==> src/rtl/dma_csr_pkg.sv <==
`timescale 1ns/1ps
package dma_csr_pkg;
  localparam int REG_W    = 32;
  localparam int HALF_W   = REG_W / 2;
  localparam int ADDR_W   = 4;
  localparam int NUM_CFG  = 10;
  localparam int SLOT_W   = $clog2(NUM_CFG);
  localparam int DEV_W    = 8;

  // status bit positions
  localparam int B_RUN    = 15;
  localparam int B_PAUSE  = 14;
  localparam int B_FLUSH  = 13;
  localparam int B_WAKE   = 12;
  localparam int B_DEAD   = 11;
  localparam int B_ACTIVE = 10;
  localparam int B_BT     = 8;

  // implemented status bits (bit 9 is held at zero)
  localparam logic [HALF_W-1:0] STAT_IMPL = 16'hFDFF;

  // word indices whose position is decoded by software
  localparam logic [ADDR_W-1:0] W_CTL  = 4'd0;
  localparam logic [ADDR_W-1:0] W_STAT = 4'd1;

  typedef enum logic [1:0] {
    AC_CTL,
    AC_STAT,
    AC_CFG,
    AC_RSVD
  } addrClass_t;

  typedef struct packed {
    logic               ctlWr;
    logic [HALF_W-1:0]  wrMask;
    logic [HALF_W-1:0]  wrVal;
    logic               cfgWr;
    logic [SLOT_W-1:0]  cfgSlot;
    logic               trackActive;
    logic               activeVal;
    logic               killActive;
    logic               setDead;
    logic               clrFlush;
    logic               btLoad;
    logic               btVal;
    logic               devLoad;
    logic [DEV_W-1:0]   devVal;
  } csrStrobes_t;

  function automatic addrClass_t classifyAddr(input logic [ADDR_W-1:0] a);
    if (a == W_CTL) return AC_CTL;
    if (a == W_STAT) return AC_STAT;
    if ((a >= 4'd2 && a <= 4'd9) || a == 4'd11 || a == 4'd12) return AC_CFG;
    return AC_RSVD;
  endfunction

  // words 2..9 -> slots 0..7, word 11 -> slot 8, word 12 -> slot 9
  function automatic logic [SLOT_W-1:0] slotOf(input logic [ADDR_W-1:0] a);
    logic [ADDR_W-1:0] s;
    if (a >= 4'd11) s = a - 4'd3;
    else            s = a - 4'd2;
    return s[SLOT_W-1:0];
  endfunction
endpackage

==> src/rtl/dma_csr_ctrl.sv <==
`timescale 1ns/1ps
module dma_csr_ctrl
  import dma_csr_pkg::*;
(
  input  logic                       regWe,
  input  logic [ADDR_W-1:0]          regAddr,
  input  logic [REG_W-1:0]           regWdata,
  input  logic                       runQ,
  input  logic                       pauseQ,
  input  logic                       seqActive,
  input  logic                       seqStopAck,
  input  logic                       seqFlushDone,
  input  logic                       seqFatal,
  input  logic                       seqBtValid,
  input  logic                       seqBt,
  input  logic                       seqDevWe,
  input  logic [DEV_W-1:0]           seqDevStat,
  output csrStrobes_t                str
);
  addrClass_t addrClass;

  always_comb begin
    addrClass       = classifyAddr(regAddr);
    str             = '0;
    str.ctlWr       = regWe && (addrClass == AC_CTL);
    str.wrMask      = regWdata[REG_W-1:HALF_W] & STAT_IMPL;
    str.wrVal       = regWdata[HALF_W-1:0];
    str.cfgWr       = regWe && (addrClass == AC_CFG);
    str.cfgSlot     = slotOf(regAddr);
    str.trackActive = runQ && !pauseQ;
    str.activeVal   = seqActive;
    str.killActive  = seqStopAck || seqFatal;
    str.setDead     = seqFatal;
    str.clrFlush    = seqFlushDone;
    str.btLoad      = seqBtValid;
    str.btVal       = seqBt;
    str.devLoad     = seqDevWe;
    str.devVal      = seqDevStat;
  end
endmodule

==> src/rtl/dma_csr_datapath.sv <==
`timescale 1ns/1ps
module dma_csr_datapath
  import dma_csr_pkg::*;
(
  input  logic                       clk,
  input  logic                       rst,
  input  csrStrobes_t                str,
  input  logic [ADDR_W-1:0]          regAddr,
  input  logic [REG_W-1:0]           regWdata,
  output logic [REG_W-1:0]           regRdata,
  output logic [HALF_W-1:0]          statusQ,
  output logic [NUM_CFG*REG_W-1:0]   cfgFlat
);
  logic [HALF_W-1:0] statusNxt;
  logic [REG_W-1:0]  cfgQ [NUM_CFG];
  logic [REG_W-1:0]  cfgRd;

  // next status: software write first, sequencer events override in order
  always_comb begin
    statusNxt = statusQ;
    if (str.ctlWr)       statusNxt = (statusQ & ~str.wrMask) | (str.wrVal & str.wrMask);
    if (str.devLoad)     statusNxt[DEV_W-1:0] = str.devVal;
    if (str.btLoad)      statusNxt[B_BT] = str.btVal;
    if (str.clrFlush)    statusNxt[B_FLUSH] = 1'b0;
    if (str.trackActive) statusNxt[B_ACTIVE] = str.activeVal;
    if (str.killActive)  statusNxt[B_ACTIVE] = 1'b0;
    if (str.setDead)     statusNxt[B_DEAD] = 1'b1;
    statusNxt = statusNxt & STAT_IMPL;
  end

  always_ff @(posedge clk) begin
    if (rst) statusQ <= '0;
    else     statusQ <= statusNxt;
  end

  for (genvar g = 0; g < NUM_CFG; g++) begin : gCfg
    always_ff @(posedge clk) begin
      if (rst) cfgQ[g] <= '0;
      else if (str.cfgWr && (str.cfgSlot == SLOT_W'(g))) cfgQ[g] <= regWdata;
    end
    assign cfgFlat[g*REG_W +: REG_W] = cfgQ[g];
  end

  always_comb begin
    cfgRd = '0;
    for (int k = 0; k < NUM_CFG; k++)
      if (slotOf(regAddr) == SLOT_W'(k)) cfgRd = cfgQ[k];
  end

  always_comb begin
    unique case (classifyAddr(regAddr))
      AC_CTL, AC_STAT: regRdata = {{(REG_W-HALF_W){1'b0}}, statusQ};
      AC_CFG:          regRdata = cfgRd;
      default:         regRdata = '0;
    endcase
  end
endmodule

==> src/rtl/dma_chan_csr.sv <==
`timescale 1ns/1ps
module dma_chan_csr
  import dma_csr_pkg::*;
#(
  parameter int CFG_WORDS = NUM_CFG,
  parameter int DEVW      = DEV_W
) (
  input  logic                          clk,
  input  logic                          rst,
  input  logic                          regWe,
  input  logic [ADDR_W-1:0]             regAddr,
  input  logic [REG_W-1:0]              regWdata,
  output logic [REG_W-1:0]              regRdata,
  input  logic                          seqActive,
  input  logic                          seqStopAck,
  input  logic                          seqFlushDone,
  input  logic                          seqFatal,
  input  logic                          seqBtValid,
  input  logic                          seqBt,
  input  logic                          seqDevWe,
  input  logic [DEVW-1:0]               seqDevStat,
  output logic [HALF_W-1:0]             statusOut,
  output logic [CFG_WORDS*REG_W-1:0]    cfgOut
);
  csrStrobes_t str;
  logic [HALF_W-1:0] statusQ;

  dma_csr_ctrl u_ctrl (
    .regWe(regWe), .regAddr(regAddr), .regWdata(regWdata),
    .runQ(statusQ[B_RUN]), .pauseQ(statusQ[B_PAUSE]),
    .seqActive(seqActive), .seqStopAck(seqStopAck),
    .seqFlushDone(seqFlushDone), .seqFatal(seqFatal),
    .seqBtValid(seqBtValid), .seqBt(seqBt),
    .seqDevWe(seqDevWe), .seqDevStat(seqDevStat),
    .str(str)
  );

  dma_csr_datapath u_dp (
    .clk(clk), .rst(rst), .str(str),
    .regAddr(regAddr), .regWdata(regWdata), .regRdata(regRdata),
    .statusQ(statusQ), .cfgFlat(cfgOut)
  );

  assign statusOut = statusQ;
endmodule

==> config.mk <==
export PLATFORM = sky130hd
export DESIGN_NAME = dma_chan_csr
export DESIGN_NICKNAME = d
export VERILOG_FILES = /design/src/rtl/dma_csr_pkg.sv /design/src/rtl/dma_csr_ctrl.sv /design/src/rtl/dma_csr_datapath.sv /design/src/rtl/dma_chan_csr.sv
export SDC_FILE = /design/constraint.sdc
export NUM_CORES = 1
export LEC_CHECK = 0
export ABC_AREA = 1
export BUFFER_PORTS_ARGS = -buffer_cell sky130_fd_sc_hd__buf_2
export CAP_MARGIN = 10
export CORE_AREA = 3 3 212 214
export DETAILED_ROUTE_END_ITERATION = 12
export DIE_AREA = 0 0 215 217
export REMOVE_ABC_BUFFERS = 1
export SLEW_MARGIN = 20
export SYNTH_ARGS = -nofsm -noshare
export SYNTH_HDL_FRONTEND = slang
export SYNTH_SLANG_ARGS = --single-unit
==> constraint.sdc <==
create_clock -name clk -period 10.4 [get_ports clk]
set_clock_uncertainty 0.15 [all_clocks]
set_input_delay 1.56 -clock clk [delete_from_list [all_inputs] [get_ports clk]]
set_output_delay 1.56 -clock clk [all_outputs]
set_load 0.03 [all_outputs]
==> results of run 1 <==
==> layout make-up <==
| cell class | instances | area (µm²) |
|---|---|---|
| clock inverters | 17 | 185 |
| well taps | 585 | 732 |
| fillers | 4078 | 23900 |
| clock buffers | 52 | 1090 |
| inverters | 131 | 492 |
| flip-flops and latches | 335 | 9910 |
| multi-input cells | 1011 | 4540 |
| repair buffers | 441 | 2260 |
==> metrics by stage <==
step | instances | util (%)
2_1_floorplan | 1477 | -
5_1_grt | 2572 | 44.6
3_5_place_dp | 2503 | 41.6
4_1_cts | 2572 | 44.6
6_report | 2572 | 44.6
3_3_place_gp | 2503 | 41.6
==> cells in the final DEF, fill, tap and decap left out, drive strengths merged <==
| cell type | synthesis | routed |
|---|---|---|
| buf | 55 | 441 |
| nor2 | 373 | 373 |
| nand2 | 367 | 367 |
| edfxtp | 320 | 320 |
| inv | 106 | 105 |
| a21oi | 69 | 69 |
| o21ai | 68 | 68 |
| nand3 | 67 | 67 |
| clkbuf | 31 | 52 |
| clkinv | 25 | 37 |
| nand4 | 26 | 26 |
| or2 | 16 | 16 |
| dfxtp | 15 | 15 |
| o22ai | 9 | 9 |
| ha | 7 | 7 |
| bufinv | 0 | 4 |
| nor3 | 2 | 2 |
| a31oi | 2 | 2 |
| and3 | 2 | 2 |
| clkinvlp | 0 | 2 |
| o221ai | 1 | 1 |
| nor3b | 1 | 1 |
| conb | 1 | 1 |
==> tightest hold or removal path: cells and delay by family (launching register included) <==
family	cells	cell delay, ns
AO/OA/AOI/OAI	2	0.13
flip-flops	1	0.32
==> layer usage <==
metal  track usage (%)  share of wire, %
met5                 0             0.016
met4              11.1               4.1
met3              8.13                12
met2              44.6                46
met1              35.5                38
==> worst max path at each step <==
stage	start	to	slack (ns)
floorplan	regAddr[1]	u_dp.cfgQ[3][32]$_SDFFCE_PN0P_	3.77
global placement	regAddr[1]	regRdata[10]	3.98
detailed placement	regAddr[0]	regRdata[1]	3.90
CTS	regAddr[0]	regRdata[1]	3.89
global route	regAddr[0]	regRdata[1]	3.65
finish	regAddr[0]	regRdata[1]	3.71
==> kinds of logic after synthesis <==
kind of cell / Yosys count / synth area share, %
AND/OR/NAND/NOR: 854 / 23.0
flip-flops: 335 / 65.5
buffers and inverters: 217 / 5.93
AO/OA/AOI/OAI: 149 / 5.04
adder cells (fa/ha/maj): 7 / 0.579
other: 1 / 0.0248
==> flip-flops by register name, indices dropped and copies added, names as in the netlist, named ones only <==
name	flops
u_dp.cfgQ	320
u_dp.statusQ	1
==> power groups by stage <==
stage / combinational (mW) / clock, mW / sequential [mW]
after global placement: 0.655 / 0 / 1.66
after floorplan: 0.225 / 0 / 1.81
after detailed placement: 0.658 / 0 / 1.66
final: 0.663 / 1.38 / 1.63
after global routing: 0.698 / 1.44 / 1.64
after CTS: 0.660 / 1.39 / 1.63
==> out/qor.csv, run 1 <==
stage;metric;value;unit
hold_path;hold_depth;2;
grt;grt_pass1_vias;12945;
timing;slew_violations;0;
yosys;yosys-top-cells-count;nor2_1 (367), nand2_1 (359), edfxtp_1 (320), inv_1 (96), a21oi_1 (69);
timing;finalCritPeriodShare;64.3;%
critical_path;cp_num_cells;14;
yosys;ys_seq_elements;335;
yosys;synthesis.area;0.0151;mm²
routing;route.detailed.drc;0;
power;power_switching;1.13;mW
critical_path;cpMaxStageDelayCell;inv_2;
clock_tree;cts_tree;yes;
placed_design;placed_area;0.0179;mm²
yosys;synth_edf_count;320;
yosys;ys_async_sr_fraction;0;%
floorplan;pin_count;422;
floorplan;dieArea;0.0467;mm²
power;swShare;30.7;%
grt;antenna_found_initial;2;
timing;fin_ws;3.71;ns
clock_tree;cts_resized;0;
routing;post_drt_wl_per_cell;26.3;µm
timing;period_needed;6.69;ns
status;status;finished, final reports clean;
power;p_seq_share;44.5;%
clock_tree;clk_pin_slew;0.06;ns
hold_path;hold_class;reg -> reg;
timing;fmax;150;MHz
yosys;synth_flop_cell;edfxtp_1;
clock_tree;htree_levels;2;
floorplan;die_w;215;µm
hold_path;worst_hold_startpoint;u_dp.statusQ[11]$_SDFFE_PP0P_;
finish;final_nets;2019;
timing;fin_tns_setup;0;ns
placed_design;io_buffers;420;
floorplan;core-area;0.0431;mm²
critical_path;critPathMaxFanout;38;
grt;grtUsageTotal;27.8;%
clock_tree;cts_setup_buffers;0;
timing;tightest_slew;1.19;ns
timing;hold_slack;0.350;ns
yosys;yosys_warnings;0;
floorplan;rows;76;
grt;grt-ovfl-total;0;
power;p_int;2.55;mW
floorplan;fp.dieH;217;µm
placed_design;gp_congestion;0.943;
hold_path;min_to;u_dp.statusQ[11]$_SDFFE_PP0P_;
timing;hold_viol_final;0;
yosys;synth_cells;1563;
routing;via_per_inst;5.30;
power;ir_drop;117;µV
power;leakagePower;8.36;nW
critical_path;worstSetupPathType;in -> out;
timing;rsz0062_at_grt;false;
critical_path;cp_num_buf_inv;3;
clock_tree;cts_made_buffers;38;
yosys;synth_area_leader_cell;edfxtp_1;
finish;diodes;0;
critical_path;r2r_setup_slack;9.35;ns
placed_design;pre_cts_slack;3.90;ns
run;drv_cap;0;
routing;vias;13638;
grt;grt_max_degree;39;
placed_design;dp_hpwl;44000;µm
critical_path;cpPeakStageDelay;1.09;ns
routing;finalWirelength;67600;µm
clock_tree;cts_buffer_depth;3;
power;comb_power_share;18.0;%
power;total_power;3.68;mW
routing;drt_first_pass_iters;8;
finish;syn2layout_area_growth;26.9;%
power;clkPwrFrac;37.5;%
yosys;seq_area_frac_synth;65.5;%
clock_tree;cts_root_buf;clkbuf_16;
critical_path;worst_setup_path_start_kind;input port;
timing;maxSlewHeadroom;20.5;%
routing;final_antenna_net_count;0;
critical_path;worstPathArrival;4.98;ns
critical_path;crit_family;simple AND/OR/NAND/NOR gates;
finish;drive_gt1_share;28.4;%
critical_path;reg2reg_depth;5;
yosys;yosys.cell_count.top_type;nor2_1;
grt;grt_pass1_wl;93400;µm
critical_path;endpoint_kind;output port;
finish;fin_area;0.0192;mm²
yosys;syn_avg_cell_area;9.68;µm²
clock_tree;holdBufCountCts;0;
power;power.density;191;mW/mm²
routing;first_iter_violations;1727;
critical_path;worstPathCellList;buf_2 -> ha_1 -> nand2_4 -> nand2_2 -> nand2_1 -> nand2_2 -> nor2_1 -> nand2_2 -> inv_2 -> a21oi_1 -> nand3_1 -> nand2_1 -> nand2_1 -> buf_2;
clock_tree;clkSinkCount;335;
floorplan;initial_core_util;35.1;%
yosys;yosys.area.top_type_share;63.5;%
critical_path;required;8.69;ns
timing;setup_viol;0;
yosys;synth_cell_type_count;33;
clock_tree;clk_latency;0.52;ns
yosys;yosys-top-cells-area;edfxtp_1 (63%), nor2_1 (9.1%), nand2_1 (8.9%);
(Power assumes the default switching activity.)
==> run 2: changes to the inputs <==
--- a/config.mk
+++ b/config.mk
@@ -5,12 +5,12 @@
 export SDC_FILE = /design/constraint.sdc
 export NUM_CORES = 1
 export LEC_CHECK = 0
-export ABC_AREA = 1
+export ABC_AREA = 0
 export BUFFER_PORTS_ARGS = -buffer_cell sky130_fd_sc_hd__buf_2
 export CAP_MARGIN = 10
-export CORE_AREA = 3 3 212 214
+export CORE_AREA = 3 3 225 227
 export DETAILED_ROUTE_END_ITERATION = 12
-export DIE_AREA = 0 0 215 217
+export DIE_AREA = 0 0 228 230
 export REMOVE_ABC_BUFFERS = 1
 export SLEW_MARGIN = 20
 export SYNTH_ARGS = -nofsm -noshare
==> constraint.sdc (replaced) <==
create_clock -name clk -period 6 [get_ports clk]
set_clock_uncertainty 0.15 [all_clocks]
set_input_delay 0.9 -clock clk [delete_from_list [all_inputs] [get_ports clk]]
set_output_delay 0.9 -clock clk [all_outputs]
set_load 0.03 [all_outputs]
==> out/qor.csv, run 2 <==
stage;metric;value;unit;change
status;status;finished, final reports clean;;
finish;fillerInstances;4636;;+14%
finish;fin_area;0.0214;mm²;+11%
yosys;yosys-top-cells-count;and2_1 (321), edfxtp_1 (320), clkbuf_1 (94), nor2_1 (62), nand2_1 (55);;
placed_design;gp_congestion;0.870;;-7.7%
power;power.density;313;mW/mm²;+63%
routing;final_antenna_net_count;0;;unchanged
clock_tree;cts_root_buf;clkbuf_16;;
run;drv_cap;0;;unchanged
critical_path;worst_setup_path_start_kind;input port;;
routing;finalWirelength;79500;µm;+18%
routing;first_iter_violations;1873;;+8.5%
power;ir_drop;185;µV;+58%
timing;maxSlewHeadroom;23.3;%;+2.8 points
clock_tree;htree_levels;2;;unchanged
timing;slew_violations;0;;unchanged
grt;grt_max_degree;37;;-5.1%
grt;grt_pass1_wl;111000;µm;+19%
floorplan;pin_count;422;;unchanged
yosys;synth_edf_count;320;;unchanged
yosys;yosys-top-cells-area;edfxtp_1 (56%), and2_1 (12%), clkbuf_1 (2.1%);;
yosys;seq_area_frac_synth;58.0;%;-7.5 points
critical_path;endpoint_kind;output port;;
timing;fin_ws;0.539;ns;-3.18 ns
placed_design;io_buffers;420;;unchanged
clock_tree;cts_buffer_depth;3;;unchanged
timing;rsz0062_at_grt;false;;
clock_tree;clk_pin_slew;0.06;ns;about the same
routing;route.detailed.drc;0;;unchanged
yosys;synth_cell_type_count;74;;+120%
clock_tree;holdBufCountCts;0;;unchanged
floorplan;core-area;0.0488;mm²;+13%
critical_path;worstSetupPathType;in -> out;;
grt;grt_pass1_vias;14603;;+13%
timing;fin_tns_setup;0;ns;unchanged
yosys;synth_cells;1473;;-5.8%
critical_path;worstPathCellList;buf_2 -> inv_2 -> ha_1 -> or2_1 -> mux2_2 -> buf_4 -> o311ai_2 -> buf_4 -> a221oi_1 -> a221oi_1 -> a21oi_1 -> buf_2;;
yosys;yosys_warnings;0;;unchanged
routing;vias;14819;;+8.7%
yosys;ys_seq_elements;335;;unchanged
floorplan;initial_core_util;35.0;%;-0.16 points
critical_path;worstPathArrival;4.41;ns;-0.57 ns
critical_path;cpPeakStageDelay;0.73;ns;-0.36 ns
clock_tree;cts_tree;yes;;
hold_path;hold_class;reg -> reg;;
clock_tree;clkSinkCount;335;;unchanged
power;leakagePower;8.25;nW;-1.3%
yosys;synthesis.area;0.0171;mm²;+13%
finish;top_regs;u_dp.cfgQ: 320 flops, u_dp.statusQ: 1 flops;;
floorplan;fp.dieH;230;µm;+6.0%
finish;top_register;u_dp.cfgQ;;
power;total_power;6.69;mW;+82%
timing;tightest_slew;1.15;ns;-0.0389 ns
placed_design;dp_hpwl;55000;µm;+25%
clock_tree;cts_setup_buffers;0;;unchanged
finish;fin_util;43.8;%;-0.80 points
yosys;ys_async_sr_fraction;0;%;unchanged
routing;post_drt_wl_per_cell;31.3;µm;+19%
routing;via_per_inst;5.84;;+10%
critical_path;required;4.95;ns;-3.74 ns
critical_path;critPathMaxFanout;24;;-37%
yosys;synth_flop_cell;edfxtp_1;;
grt;grtUsageTotal;29.3;%;+1.6 points
placed_design;pre_cts_slack;0.686;ns;-3.22 ns
floorplan;rows;81;;+6.6%
finish;drive_gt1_share;31.6;%;+3.2 points
finish;largest_reg_flops;320;;unchanged
yosys;synth_area_leader_cell;edfxtp_1;;
clock_tree;clk_latency;0.55;ns;+0.03 ns
clock_tree;cts_resized;0;;unchanged
yosys;yosys.area.top_type_share;56.2;%;-7.3 points
critical_path;cpMaxStageDelayCell;o311ai_2;;
floorplan;die_w;228;µm;+6.0%
timing;setup_viol;0;;unchanged
finish;syn2layout_area_growth;25.2;%;
placed_design;placed_area;0.0201;mm²;+12%
yosys;yosys.cell_count.top_type;and2_1;;
finish;final_cell_mix;buf_2 (420), and2_1 (321), edfxtp_1 (320);;
timing;fmax;183;MHz;
routing;drt_first_pass_iters;6;;-2
floorplan;dieArea;0.0524;mm²;+12%
finish;final_common_cell;buf_2;;
yosys;syn_avg_cell_area;11.6;µm²;+20%
timing;finalCritPeriodShare;91.0;%;
finish;final_nets;1903;;-5.7%
timing;hold_viol_final;0;;unchanged
timing;period_needed;5.46;ns;
clock_tree;cts_made_buffers;39;;+2.6%
grt;antenna_found_initial;5;;+3
grt;grt-ovfl-total;0;;unchanged
==> run 2: path summary, 6_finish.rpt <==
check             start           end  slack (ns)  cells past startpoint
max reg2reg   flip-flop     flip-flop        4.80                      2
max          regAddr[1]  regRdata[11]        0.54                     12
min reg2reg   flip-flop     flip-flop        0.37                      2
min           flip-flop     flip-flop        0.37                      2
==> run 2: report_power, final <==
group / internal, mW / leakage, nW / switching [mW]
Sequential: 2.71 / 3.18 / 0.130
Combinational: 0.359 / 4.44 / 1.00
Clock: 1.48 / 0.635 / 1.01
==> run 2: worst max-delay path, delay by kind of cell <==
family	cells	cell delay, ns
adder cells (fa/ha/maj)	1	0.53
AO/OA/AOI/OAI	4	1.15
multiplexers	1	0.31
AND/OR/NAND/NOR	1	0.36
buffers and inverters	5	1.14
==> run 2: kinds of logic after synthesis <==
family	after synthesis	share of synthesized area [%]
compound gates	385	16.3
xor+xnor	1	0.0513
fa+ha+maj	7	0.512
buf+inv	158	4.05
flops	335	58.0
mux	48	3.08
other cells	1	0.0219
simple gates	538	18.0
==> run 2: final cells by class <==
cell class              instances  area (µm²)  share of cell area, %
diodes                          3        7.51                 0.0351
clock buffers                  56        1120                   5.24
clock inverters                15         195                  0.912
inverters                      10        37.5                  0.175
multi-input cells             980        6700                   31.3
flip-flops and latches        335        9910                   46.3
well taps                     664         831                   3.88
repair buffers                476        2600                   12.1
==> run 2: metal layers <==
| metal | track usage (%) | part of all wire, % | up-vias |
|---|---|---|---|
| met5 | 0 | 0 | - |
| met4 | 13.2 | 4.8 | 0 |
| met3 | 8.13 | 11 | 202 |
| met2 | 46.4 | 46 | 1000 |
| met1 | 37.6 | 39 | 7336 |
| li1 | - | - | 6281 |
==> run 2: per-stage QoR <==
step | std cells | hold slack [ns]
after floorplan | 1325 | 0.444
after global placement | 2465 | 0.347
after detailed placement | 2465 | 0.345
after CTS | 2536 | 0.362
after global routing | 2537 | 0.375
final | 2539 | 0.367
